## config.mk

```make
export PLATFORM = sky130hd
export DESIGN_NAME = wb_window_decoder
export DESIGN_NICKNAME = d
export VERILOG_FILES = /design/src/rtl/wbdec_pkg.sv /design/src/rtl/wbdec_window.sv /design/src/rtl/wbdec_lane_map.sv /design/src/rtl/wbdec_resp_mux.sv /design/src/rtl/wb_window_decoder.sv
export SDC_FILE = /design/constraint.sdc
export NUM_CORES = 1
export LEC_CHECK = 0
export BUFFER_PORTS_ARGS = -buffer_cell sky130_fd_sc_hd__buf_2
export CELL_PAD_IN_SITES_DETAIL_PLACEMENT = 1
export CELL_PAD_IN_SITES_GLOBAL_PLACEMENT = 2
export CORE_AREA = 2 2 142 144
export DETAILED_ROUTE_END_ITERATION = 8
export DIE_AREA = 0 0 144 146
export GPL_ROUTABILITY_DRIVEN = 0
export PLACE_DENSITY_LB_ADDON = 0.05
export RECOVER_POWER = 50
export REMOVE_ABC_BUFFERS = 1
export SLEW_MARGIN = 20
export SYNTH_ARGS = -nofsm -noshare
export SYNTH_HDL_FRONTEND = slang
export SYNTH_HIERARCHICAL = 1
export SYNTH_SLANG_ARGS = --single-unit
```

## constraint.sdc

```tcl
create_clock -name vclk -period 3.5
set_clock_uncertainty 0.15 [all_clocks]
set_input_delay 0.175 -clock vclk [all_inputs]
set_output_delay 0.175 -clock vclk [all_outputs]
set_load 0.01 [all_outputs]
```

## src/rtl/wbdec_pkg.sv

```systemverilog
package wbdec_pkg;
  localparam int CTI_W = 3;
  localparam int BTE_W = 2;
  localparam int MIN_GRAN = 8;
  localparam logic [31:0] AUTO_BASE = 32'hFFFF_FFFF;

  typedef struct packed {
    logic ack;
    logic err;
    logic rty;
    logic stall;
  } wbdec_resp_t;
endpackage

```

## src/rtl/wbdec_window.sv

```systemverilog
module wbdec_window #(
  parameter int ADDR_W = 16,
  parameter int BASE   = 0,
  parameter int SIZE   = 64,
  parameter int SHIFT  = 0,
  parameter int SUB_AW = 6
) (
  input  logic              cyc,
  input  logic [ADDR_W-1:0] adr,
  output logic              hit,
  output logic [ADDR_W-1:0] sub_adr
);
  localparam logic [31:0] BASE_L = 32'(BASE);
  localparam logic [31:0] SIZE_L = 32'(SIZE);
  localparam logic [31:0] MASK_L = (32'd1 << SUB_AW) - 32'd1;

  logic [31:0] a32;
  logic [31:0] off;
  logic [31:0] scaled;

  always_comb begin
    a32     = 32'(adr);
    off     = a32 - BASE_L;
    scaled  = (off << SHIFT) & MASK_L;
    hit     = cyc && (a32 >= BASE_L) && (off < SIZE_L);
    sub_adr = scaled[ADDR_W-1:0];
  end

  logic unused_scaled_hi;
  assign unused_scaled_hi = ^scaled[31:ADDR_W];
endmodule

```

## src/rtl/wbdec_lane_map.sv

```systemverilog
module wbdec_lane_map #(
  parameter int DATA_W   = 32,
  parameter int GRAN     = 16,
  parameter int SUB_GRAN = 16,
  parameter bit SPARSE   = 1'b0
) (
  input  logic [DATA_W/GRAN-1:0] sel,
  input  logic [DATA_W-1:0]      dat_w,
  input  logic [DATA_W-1:0]      dat_r_dn,
  output logic [DATA_W/8-1:0]    sel_dn,
  output logic [DATA_W-1:0]      dat_w_dn,
  output logic [DATA_W-1:0]      dat_r_up
);
  localparam int RATIO = GRAN / SUB_GRAN;
  localparam int NSEL  = DATA_W / SUB_GRAN;

  generate
    if (SPARSE) begin : g_sparse
      always_comb begin
        sel_dn    = '0;
        sel_dn[0] = sel[0];
        dat_w_dn  = '0;
        dat_r_up  = '0;
        for (int b = 0; b < SUB_GRAN; b++) begin
          dat_w_dn[b] = dat_w[b];
          dat_r_up[b] = sel[0] & dat_r_dn[b];
        end
      end
      logic unused_sparse;
      assign unused_sparse = ^{sel, dat_w, dat_r_dn};
    end else begin : g_dense
      always_comb begin
        sel_dn = '0;
        for (int j = 0; j < NSEL; j++) begin
          sel_dn[j] = sel[j / RATIO];
        end
      end
      assign dat_w_dn = dat_w;
      assign dat_r_up = dat_r_dn;
    end
  endgenerate
endmodule

```

## src/rtl/wbdec_resp_mux.sv

```systemverilog
module wbdec_resp_mux
  import wbdec_pkg::*;
#(
  parameter int N      = 3,
  parameter int DATA_W = 32
) (
  input  logic [N-1:0]        hit,
  input  logic [N*DATA_W-1:0] dat_in,
  input  logic [N*4-1:0]      resp_in,
  output logic [DATA_W-1:0]   dat_out,
  output wbdec_resp_t         resp_out
);
  always_comb begin
    dat_out  = '0;
    resp_out = '0;
    for (int i = 0; i < N; i++) begin
      if (hit[i]) begin
        dat_out  = dat_out | dat_in[i*DATA_W +: DATA_W];
        resp_out = resp_out | wbdec_resp_t'(resp_in[i*4 +: 4]);
      end
    end
  end
endmodule

```

## src/rtl/wb_window_decoder.sv

```systemverilog
module wb_window_decoder
  import wbdec_pkg::*;
#(
  parameter int ADDR_W = 16,
  parameter int DATA_W = 32,
  parameter int GRAN   = 16,
  parameter int N_SUB  = 3,
  parameter logic [N_SUB*32-1:0] SUB_AW     = {32'd5, 32'd6, 32'd6},
  parameter logic [N_SUB*32-1:0] SUB_GRAN   = {32'd16, 32'd8, 32'd16},
  parameter logic [N_SUB-1:0]    SUB_SPARSE = 3'b100,
  parameter logic [N_SUB*32-1:0] SUB_BASE   = {32'hFFFF_FFFF, 32'h0000_0100, 32'hFFFF_FFFF},
  parameter logic [N_SUB*3-1:0]  SUB_RESP   = {3'b111, 3'b111, 3'b000}
) (
  input  logic                    up_cyc,
  input  logic                    up_stb,
  input  logic                    up_we,
  input  logic                    up_lock,
  input  logic [ADDR_W-1:0]       up_adr,
  input  logic [DATA_W/GRAN-1:0]  up_sel,
  input  logic [DATA_W-1:0]       up_dat_w,
  input  logic [2:0]              up_cti,
  input  logic [1:0]              up_bte,
  output logic [DATA_W-1:0]       up_dat_r,
  output logic                    up_ack,
  output logic                    up_err,
  output logic                    up_rty,
  output logic                    up_stall,
  output logic [N_SUB-1:0]        dn_cyc,
  output logic                    dn_stb,
  output logic                    dn_we,
  output logic                    dn_lock,
  output logic [2:0]              dn_cti,
  output logic [1:0]              dn_bte,
  output logic [N_SUB*ADDR_W-1:0] dn_adr,
  output logic [N_SUB*(DATA_W/8)-1:0] dn_sel,
  output logic [N_SUB*DATA_W-1:0] dn_dat_w,
  input  logic [N_SUB*DATA_W-1:0] dn_dat_r,
  input  logic [N_SUB-1:0]        dn_ack,
  input  logic [N_SUB-1:0]        dn_err,
  input  logic [N_SUB-1:0]        dn_rty,
  input  logic [N_SUB-1:0]        dn_stall
);
  localparam int SELW  = DATA_W / GRAN;
  localparam int SSELW = DATA_W / MIN_GRAN;

  function automatic int shift_of(int k);
    int g;
    g = int'(SUB_GRAN[k*32 +: 32]);
    return SUB_SPARSE[k] ? 0 : $clog2(GRAN / g);
  endfunction

  function automatic int win_size(int k);
    int aw;
    aw = int'(SUB_AW[k*32 +: 32]);
    return (1 << aw) >> shift_of(k);
  endfunction

  function automatic int base_of(int idx);
    int cur;
    int b;
    int sz;
    cur = 0;
    b   = 0;
    for (int k = 0; k <= idx; k++) begin
      sz = win_size(k);
      if (SUB_BASE[k*32 +: 32] != AUTO_BASE) b = int'(SUB_BASE[k*32 +: 32]);
      else b = ((cur + sz - 1) / sz) * sz;
      cur = b + sz;
    end
    return b;
  endfunction

  logic [N_SUB*DATA_W-1:0] dat_up_flat;
  logic [N_SUB*4-1:0]      resp_flat;
  wbdec_resp_t             resp_sel;

  assign dn_stb  = up_stb;
  assign dn_we   = up_we;
  assign dn_lock = up_lock;
  assign dn_cti  = up_cti;
  assign dn_bte  = up_bte;

  generate
    for (genvar i = 0; i < N_SUB; i++) begin : g_sub
      localparam int          AW_I = int'(SUB_AW[i*32 +: 32]);
      localparam int          GR_I = int'(SUB_GRAN[i*32 +: 32]);
      localparam logic [2:0]  RM_I = SUB_RESP[i*3 +: 3];

      wbdec_window #(
        .ADDR_W(ADDR_W), .BASE(base_of(i)), .SIZE(win_size(i)),
        .SHIFT(shift_of(i)), .SUB_AW(AW_I)
      ) u_win (
        .cyc(up_cyc), .adr(up_adr),
        .hit(dn_cyc[i]), .sub_adr(dn_adr[i*ADDR_W +: ADDR_W])
      );

      wbdec_lane_map #(
        .DATA_W(DATA_W), .GRAN(GRAN), .SUB_GRAN(GR_I), .SPARSE(SUB_SPARSE[i])
      ) u_lane (
        .sel(up_sel), .dat_w(up_dat_w),
        .dat_r_dn(dn_dat_r[i*DATA_W +: DATA_W]),
        .sel_dn(dn_sel[i*SSELW +: SSELW]),
        .dat_w_dn(dn_dat_w[i*DATA_W +: DATA_W]),
        .dat_r_up(dat_up_flat[i*DATA_W +: DATA_W])
      );

      assign resp_flat[i*4 +: 4] = {dn_ack[i], dn_err[i] & RM_I[0],
                                    dn_rty[i] & RM_I[1], dn_stall[i] & RM_I[2]};
    end
  endgenerate

  wbdec_resp_mux #(.N(N_SUB), .DATA_W(DATA_W)) u_mux (
    .hit(dn_cyc), .dat_in(dat_up_flat), .resp_in(resp_flat),
    .dat_out(up_dat_r), .resp_out(resp_sel)
  );

  assign up_ack   = resp_sel.ack;
  assign up_err   = resp_sel.err;
  assign up_rty   = resp_sel.rty;
  assign up_stall = resp_sel.stall;

  logic unused_sel_w;
  assign unused_sel_w = ^SELW;
endmodule

```

-- Yosys cells after proc, flatten, opt, wreduce, memory -nomap -nowiden
Cells that the tools add are included.
- $add $sub $neg: 2
- bitwise logic cells: 20
- muxes and demuxes: 6
- reductions and logical operators: 5
- order comparisons: 5
- operators with widths (cell ; number):
    2-to-1 mux 32 bit ; 3
    less-than comparator 32 x 6 -> 1 bit, second input constant ; 2
    subtractor 16 x 9 -> 17 bit, second input constant ; 2
    >= comparator 16 x 9 -> 1 bit, second input constant ; 2
    OR 32 x 16 -> 32 bit ; 1
    OR 32 bit ; 1
    bitwise AND 1 bit ; 16
    less-than comparator 16 x 7 -> 1 bit, second input constant ; 1
    2-to-1 mux 4 bit ; 3
    OR 4 bit ; 2
    logical AND 1 bit ; 5
- output and inout bits: 203
- register bits: 0
- logic and storage cells: 38
- bits of input ports: 167

-- Longest topological paths before layout
Gate-level depths: netlist (run 1).
- depth after elaboration: 7
- depth in mapped cells: 8

-- Modules after synthesis
The synthesis (run 1) kept the hierarchy.
- by module, submodules not included (module ; area each (µm²) ; seq. area each (µm²) ; cells each ; instances):
    wbdec_resp_mux ; 605.6 ; 0.0 ; 84 ; 1
    wbdec_lane_map (g_sub[2].u_lane) ; 520.5 ; 0.0 ; 70 ; 1
    wbdec_lane_map (g_sub[0].u_lane) ; 514.2 ; 0.0 ; 69 ; 1
    wbdec_lane_map (g_sub[1].u_lane) ; 510.5 ; 0.0 ; 68 ; 1
    wbdec_window (g_sub[2].u_win) ; 187.7 ; 0.0 ; 25 ; 1
    wbdec_window (g_sub[1].u_win) ; 152.6 ; 0.0 ; 21 ; 1
    wbdec_window (g_sub[0].u_win) ; 150.1 ; 0.0 ; 21 ; 1
    wb_window_decoder ; 63.8 ; 0.0 ; 9 ; 1

-- Worst setup path before layout (run 1)
No wires, ideal clock.
- path kind: input-to-output
- from: input up_adr[15]
- to: output up_dat_r[0]
- setup slack: 1519 ps
- path buffers: 2
- arrival time: 1656 ps
- data required time: 3175 ps
- stages on the path: 6
- cells stage by stage: or4_1 -> nor4_2 -> buf_2 -> buf_2 -> a222oi_1 -> inv_1
- elaborated cells on any way between the ends: 17
- classes of those cells: 2 x add/sub; 5 x order compare; 3 x mux; 2 x bitwise; 5 x reduce/logical
- RTL lines (item ; line ; source):
    start, declared ; wb_window_decoder.sv:18 ; input logic [ADDR_W-1:0] up_adr,
    subtractor 16 x 9 -> 17 bit / >= comparator 16 x 9 -> 1 bit (equally long branches) ; wbdec_window.sv:23, wbdec_window.sv:25 ;
    less-than comparator 32 x 6 -> 1 bit / logical AND 1 bit (equally long branches) ; wbdec_window.sv:25 ; hit = cyc && (a32 >= BASE_L) && (off < SIZE_L);
    logical AND 1 bit * ; wbdec_window.sv:25 ;
    net dn_cyc[2] ; wb_window_decoder.sv:28 ; output logic [N_SUB-1:0] dn_cyc,
    2-to-1 mux 32 bit * ; wbdec_resp_mux.sv:17 ; if (hit[i]) begin
    end, declared ; wb_window_decoder.sv:23 ; output logic [DATA_W-1:0] up_dat_r,
Mark *: on every way through the listed nets, which the timed path passes. The rest lies on a longest branch.

-- Final worst setup path (run 1)
- from: input up_adr[15]
- to: output up_dat_r[30]
- word-level cells in the longest chain between the ends: 7
- elaborated cells on any way between the ends: 17
- classes of those cells: 2 x add/sub; 5 x order compare; 3 x mux; 2 x bitwise; 5 x reduce/logical
- ends and longest elaborated chain (item ; line):
    branches (longest 6 deep; another with less-than comparator 32 x 6 -> 1 bit) ; n/a
    2-to-1 mux 32 bit * ; wbdec_resp_mux.sv:17
Every way passes the cells marked *.

==> results of run 1 <==
-- layer usage --
layer	part of all wire	vias up	wire, µm
met3	0.25	4	3970
met2	0.45	291	7090
met5	0.013	-	211
met1	0.28	881	4480
li1	-	815	-
met4	0.00057	4	9
-- cell type report --
type / count / area share
Timing Repair Buffer: 152 / 0.366
Multi-Input combinational cell: 138 / 0.410
Tap cell: 265 / 0.157
Inverter: 38 / 0.0673
-- cells in the mapped netlist --
master,count
conb_1,6
nor4bb_1,1
and2_1,4
nor3_1,1
and2_2,12
nor4_1,3
buf_2,4
a222oi_1,36
nor4b_1,1
or4_1,1
buf_6,9
ha_1,1
buf_4,244
and3_1,2
or4b_1,1
xor2_1,1
nor4_2,1
nand3_1,1
inv_1,38
-- placed cells by master, fill, tap and decap left out, drive strengths merged --
master and n:
a222oi 36, and2 16, and3 2, buf 152
conb 72, ha 1, inv 38, nand3 1
nor3 1, nor4 4, nor4b 1, nor4bb 1
or4 1, or4b 1, xor2 1
-- stage by stage --
stage	power [µW]	util	cells	hold WS, ns	cell area [µm²]
detailed placement	112	0.110	593	0.200	2120
CTS	113	0.110	593	0.200	2120
finish	114	0.110	593	0.200	2120
global placement	111	0.110	593	0.200	2120
floorplan	40.9	-	176	0.200	1000
global route	128	0.110	593	0.200	2120
-- worst max path at each step --
stage / to / slack [ns] / depth (start not counted)
after floorplan: up_ack / 0.40 / 4
after global placement: up_dat_r[2] / 1.16 / 7
after detailed placement: up_dat_r[30] / 1.23 / 7
after CTS: up_dat_r[30] / 1.20 / 7
after global routing: up_dat_r[24] / 1.06 / 7
final: up_dat_r[30] / 1.24 / 7
-- cell families (layout without fill, tap and decap cells) --
family	Yosys count	count (layout)	share of synthesized area
buffers and inverters	295	190	0.775
AOI/OAI and AO/OA	36	36	0.133
and+or+nand+nor	28	28	0.0759
other	6	72	0.00833
adders and majority gates	1	1	0.00462
xor gates and xnor gates	1	1	0.00324
-- power groups by stage --
stage / Combinational [µW] / Sequential [µW] / Clock, µW
finish: 114 / 0 / 0
global route: 128 / 0 / 0
CTS: 113 / 0 / 0
detailed placement: 112 / 0 / 0
global placement: 111 / 0 / 0
floorplan: 40.9 / 0 / 0
==> impl_metrics.yaml, run 1 <==
outcome:
  status: "finished, final reports clean"
clock_tree:
  hold_buffers: 0
  post_cts_resized: 0
  postCtsSetupBuffers: 0
synth:
  synthDominantCellAreaShare: 0.677
  yosysTopAreaCell: "buf_4"
  synth_area_leaders: "buf_4 (68%), a222oi_1 (13%), inv_1 (5.3%)"
  yosysWarnings: 6
  yosysSeqAreaShare: 0
  syn_inst: 367
  syn_area_per_cell_um2: 7.37
  synth_area_um2: 2710
  yosys.cell_types.count: 19
critical_path:
  cp_slowest_stage_delay_ns: 0.69
  crit_fanout: 25
  crit_buf_inv: 4
  endpoint_kind: "primary output"
  cp-start-kind: "primary input"
  cpMaxStageDelayCell: "and3_2"
  worst_path_most_repeated_cell: "buf_2"
  cp.required_ns: 3.17
  crit_start: "up_adr[15]"
  path_class: "in -> out"
  cp_top_family: "simple AND/OR/NAND/NOR gates"
  cp.arrival_ns: 1.93
  crit_chain: "buf_2, nor4_1, and3_2, buf_4, a222oi_1, inv_1, buf_2"
timing:
  period_needed_ns: 2.26
  finalHoldViolations: 0
  worst_pin_slew_ns: 0.663
  max_freq_mhz: 443
  slew_viol_final: 0
  finalWorstSetupSlack_ns: 1.24
  slew_headroom: 0.558
  setup-violations-final: 0
  finalCritPeriodShare: 0.646
  rsz0062_at_grt: "false"
  finalSetupTns_ns: 0
floorplanning:
  die_area_um2: 21000
  initial_utilization: 0.140
  ios: 370
  dieHeight_um: 146
  core_area_um2: 19300
  die_w_um: 144
  placementRows: 51
place:
  pre_cts_ws_ns: 1.23
  io_buffers: 146
  post-dp-hpwl_um: 14000
pwr:
  power_frac_comb: 1.000
  switchingPower_uw: 62.4
  internal-power_uw: 51.7
  vdd.ir_drop.worst_uv: 20.7
  p_seq_frac: 0
  leakage_uw: 0.00143
  p_per_area_nw_per_um2: 53.9
  p_clk_frac: 0
  swShare: 0.547
layout:
  multi_input_area_um2: 868
  register_area_um2: 0
  clockBufferCount: 0
  layout-drive-gt1-share: 0.509
  fin_nets: 498
  nFillCells: 2421
  synthToLayoutAreaGrowth_pct: -21.7
  seq_cell_count: 0
  n_antenna_cell: 0
routing:
  drtAntennaViolNets: 0
  drc_errors: 0
  routed_wl_um: 15800
  routed_via_density: 3.36
  vias: 1995
  wl_per_cell_um: 26.6
  drtPass1Iterations: 7
  drt_iter0_drc: 154
global_route:
  antenna_found_initial: 0
  use_met3: 0.151
  grt_pass1_vias: 1939
  grt_max_degree: 26
  grt_usage: 0.137
  gr-usage-met1: 0.115
  met2_usage: 0.226
  busiest_layer: "met2"
  grt_overflow_total: 0
  grt_pass1_wl_um: 19400
hold_path:
  hp-start: "up_adr[0]"
  worstHoldPathCells: 0
  hp-class: "in -> out"
  whs_endpoint: "dn_adr[17]"
run:
  drv_cap: 0
(Power assumes the default switching activity.)
==> run 2, diff against run 1 <==
Settings changed: CORE_AREA 2 2 142 144 to 2 2 143 145, DIE_AREA 0 0 144 146 to 0 0 145 147.
Clock period 3.5 ns to 2.15 ns, I/O delays scaled along.
==> run 2 against run 1 <==
Against the previous run:
- routed wire length decreased by 2.8%
- final area up 1.5%
- worst hold slack worse by 0.13 ns
- setup slack worse by 1.1 ns
- utilization shrank 0.12 points
- first-iteration DRC count is 1.9% lower
- cell count increased by 0.84%
- via count is the same
- combinational power increased by 62%
==> impl_metrics.yaml, run 2 (same netlist as run 1, synthesis figures left out) <==
outcome:
  status: "finished, final reports clean"
clock_tree:
  hold_buffers: 0
  post_cts_resized: 0
  postCtsSetupBuffers: 0
hold_path:
  whs_endpoint: "dn_adr[18]"
  hp-class: "in -> out"
  worstHoldPathCells: 0
  hp-start: "up_adr[1]"
global_route:
  grt_usage: 0.133
  antenna_found_initial: 0
  grt_overflow_total: 0
  grt_pass1_wl_um: 19600
  grt_pass1_vias: 1949
  grt_max_degree: 21
timing:
  finalCritPeriodShare: 0.923
  setup-violations-final: 0
  slew_viol_final: 0
  period_needed_ns: 1.98
  holdWs_ns: 0.0651
  rsz0062_at_grt: "false"
  finalHoldViolations: 0
  max_freq_mhz: 504
critical_path:
  cp.required_ns: 1.89
  cp.arrival_ns: 1.73
  endpoint_kind: "primary output"
  crit_chain: "buf_2, or4_1, nor4_4, buf_12, a222oi_1, inv_1, buf_2"
  worst_path_most_repeated_cell: "buf_2"
  crit_fanout: 19
  path_class: "in -> out"
  cpMaxStageDelayCell: "or4_1"
  cp-start-kind: "primary input"
  cp_slowest_stage_delay_ns: 0.58
layout:
  utilization: 0.108
  synthToLayoutAreaGrowth_pct: -20.5
  layout-drive-gt1-share: 0.509
  fin_nets: 498
  mostFrequentLayoutCell: "buf_2"
  fin_area_um2: 2150
  clockBufferCount: 0
  seq_cell_count: 0
  n_antenna_cell: 0
  register_area_um2: 0
  mostFrequentLayoutCells: "buf_2 (146), conb_1 (72), inv_1 (38), a222oi_1 (36), and2_2 (12)"
  layout.cells.non_filler: 598
routing:
  drtAntennaViolNets: 0
  routed_wl_um: 15300
  wl_per_cell_um: 25.6
  drt_iter0_drc: 151
  drtPass1Iterations: 6
  drc_errors: 0
  routed_via_density: 3.34
  vias: 1995
pwr:
  vdd.ir_drop.worst_uv: 29.7
  power_uw: 185
  p_per_area_nw_per_um2: 86.0
  leakage_uw: 0.00143
place:
  post-dp-hpwl_um: 13700
  placed_area_um2: 2150
  io_buffers: 146
  placed_cells: 598
floorplanning:
  placementRows: 52
  die_w_um: 145
  core_area_um2: 19800
  dieHeight_um: 147
  ios: 370
  initial_utilization: 0.136
  die_area_um2: 21300
run:
  drv_cap: 0
==> run 2: changes by cell type in the layout (fill, tap and decap cells not counted) <==
| cell | previous run | this run |
|---|---|---|
| buf_12 | 0 | 2 |
| buf_4 | 6 | 4 |
==> run 2: cell type report <==
cell class                 count  area (µm²)
fill                        2465       17700
timing repair buffer         152         801
inverter                      38         143
tap                          270         338
multi-input combinational    138         868
==> run 2: power by group <==
group	switching [µW]	total [µW]	internal, µW
clock	0	0	0
sequential	0	0	0
combinational	101	185	84.2
==> run 2: through the flow <==
step	setup WS [ns]	setup TNS (ns)
after floorplan	-0.813	-16.72
after global placement	0.130	0
after detailed placement	0.110	0
after CTS	0.102	0
after global routing	0.0331	0
final	0.166	0
==> run 2: critical path: cells and delay by family <==
family	cells	cell delay [ns]
compound gates	1	0.08
simple gates	2	0.97
buf+inv	4	0.54
==> run 2: worst max-delay path by stage <==
stage               start  cells past startpoint           end
6_report       up_adr[15]                      7      up_stall
5_1_grt        up_adr[15]                      7  up_dat_r[10]
4_1_cts        up_adr[15]                      7  up_dat_r[10]
3_5_place_dp   up_adr[15]                      7  up_dat_r[10]
3_3_place_gp   up_adr[15]                      7  up_dat_r[10]
2_1_floorplan  up_adr[15]                      4        up_ack
==> run 2: layer usage <==
metal  track usage  vias to the layer above  wire length, µm
met1         0.118                      909             4580
li1              -                      817                -
met4             0                        2                2
met3         0.138                        4             3460
met5        0.0318                        -               69
met2         0.223                      263             7220
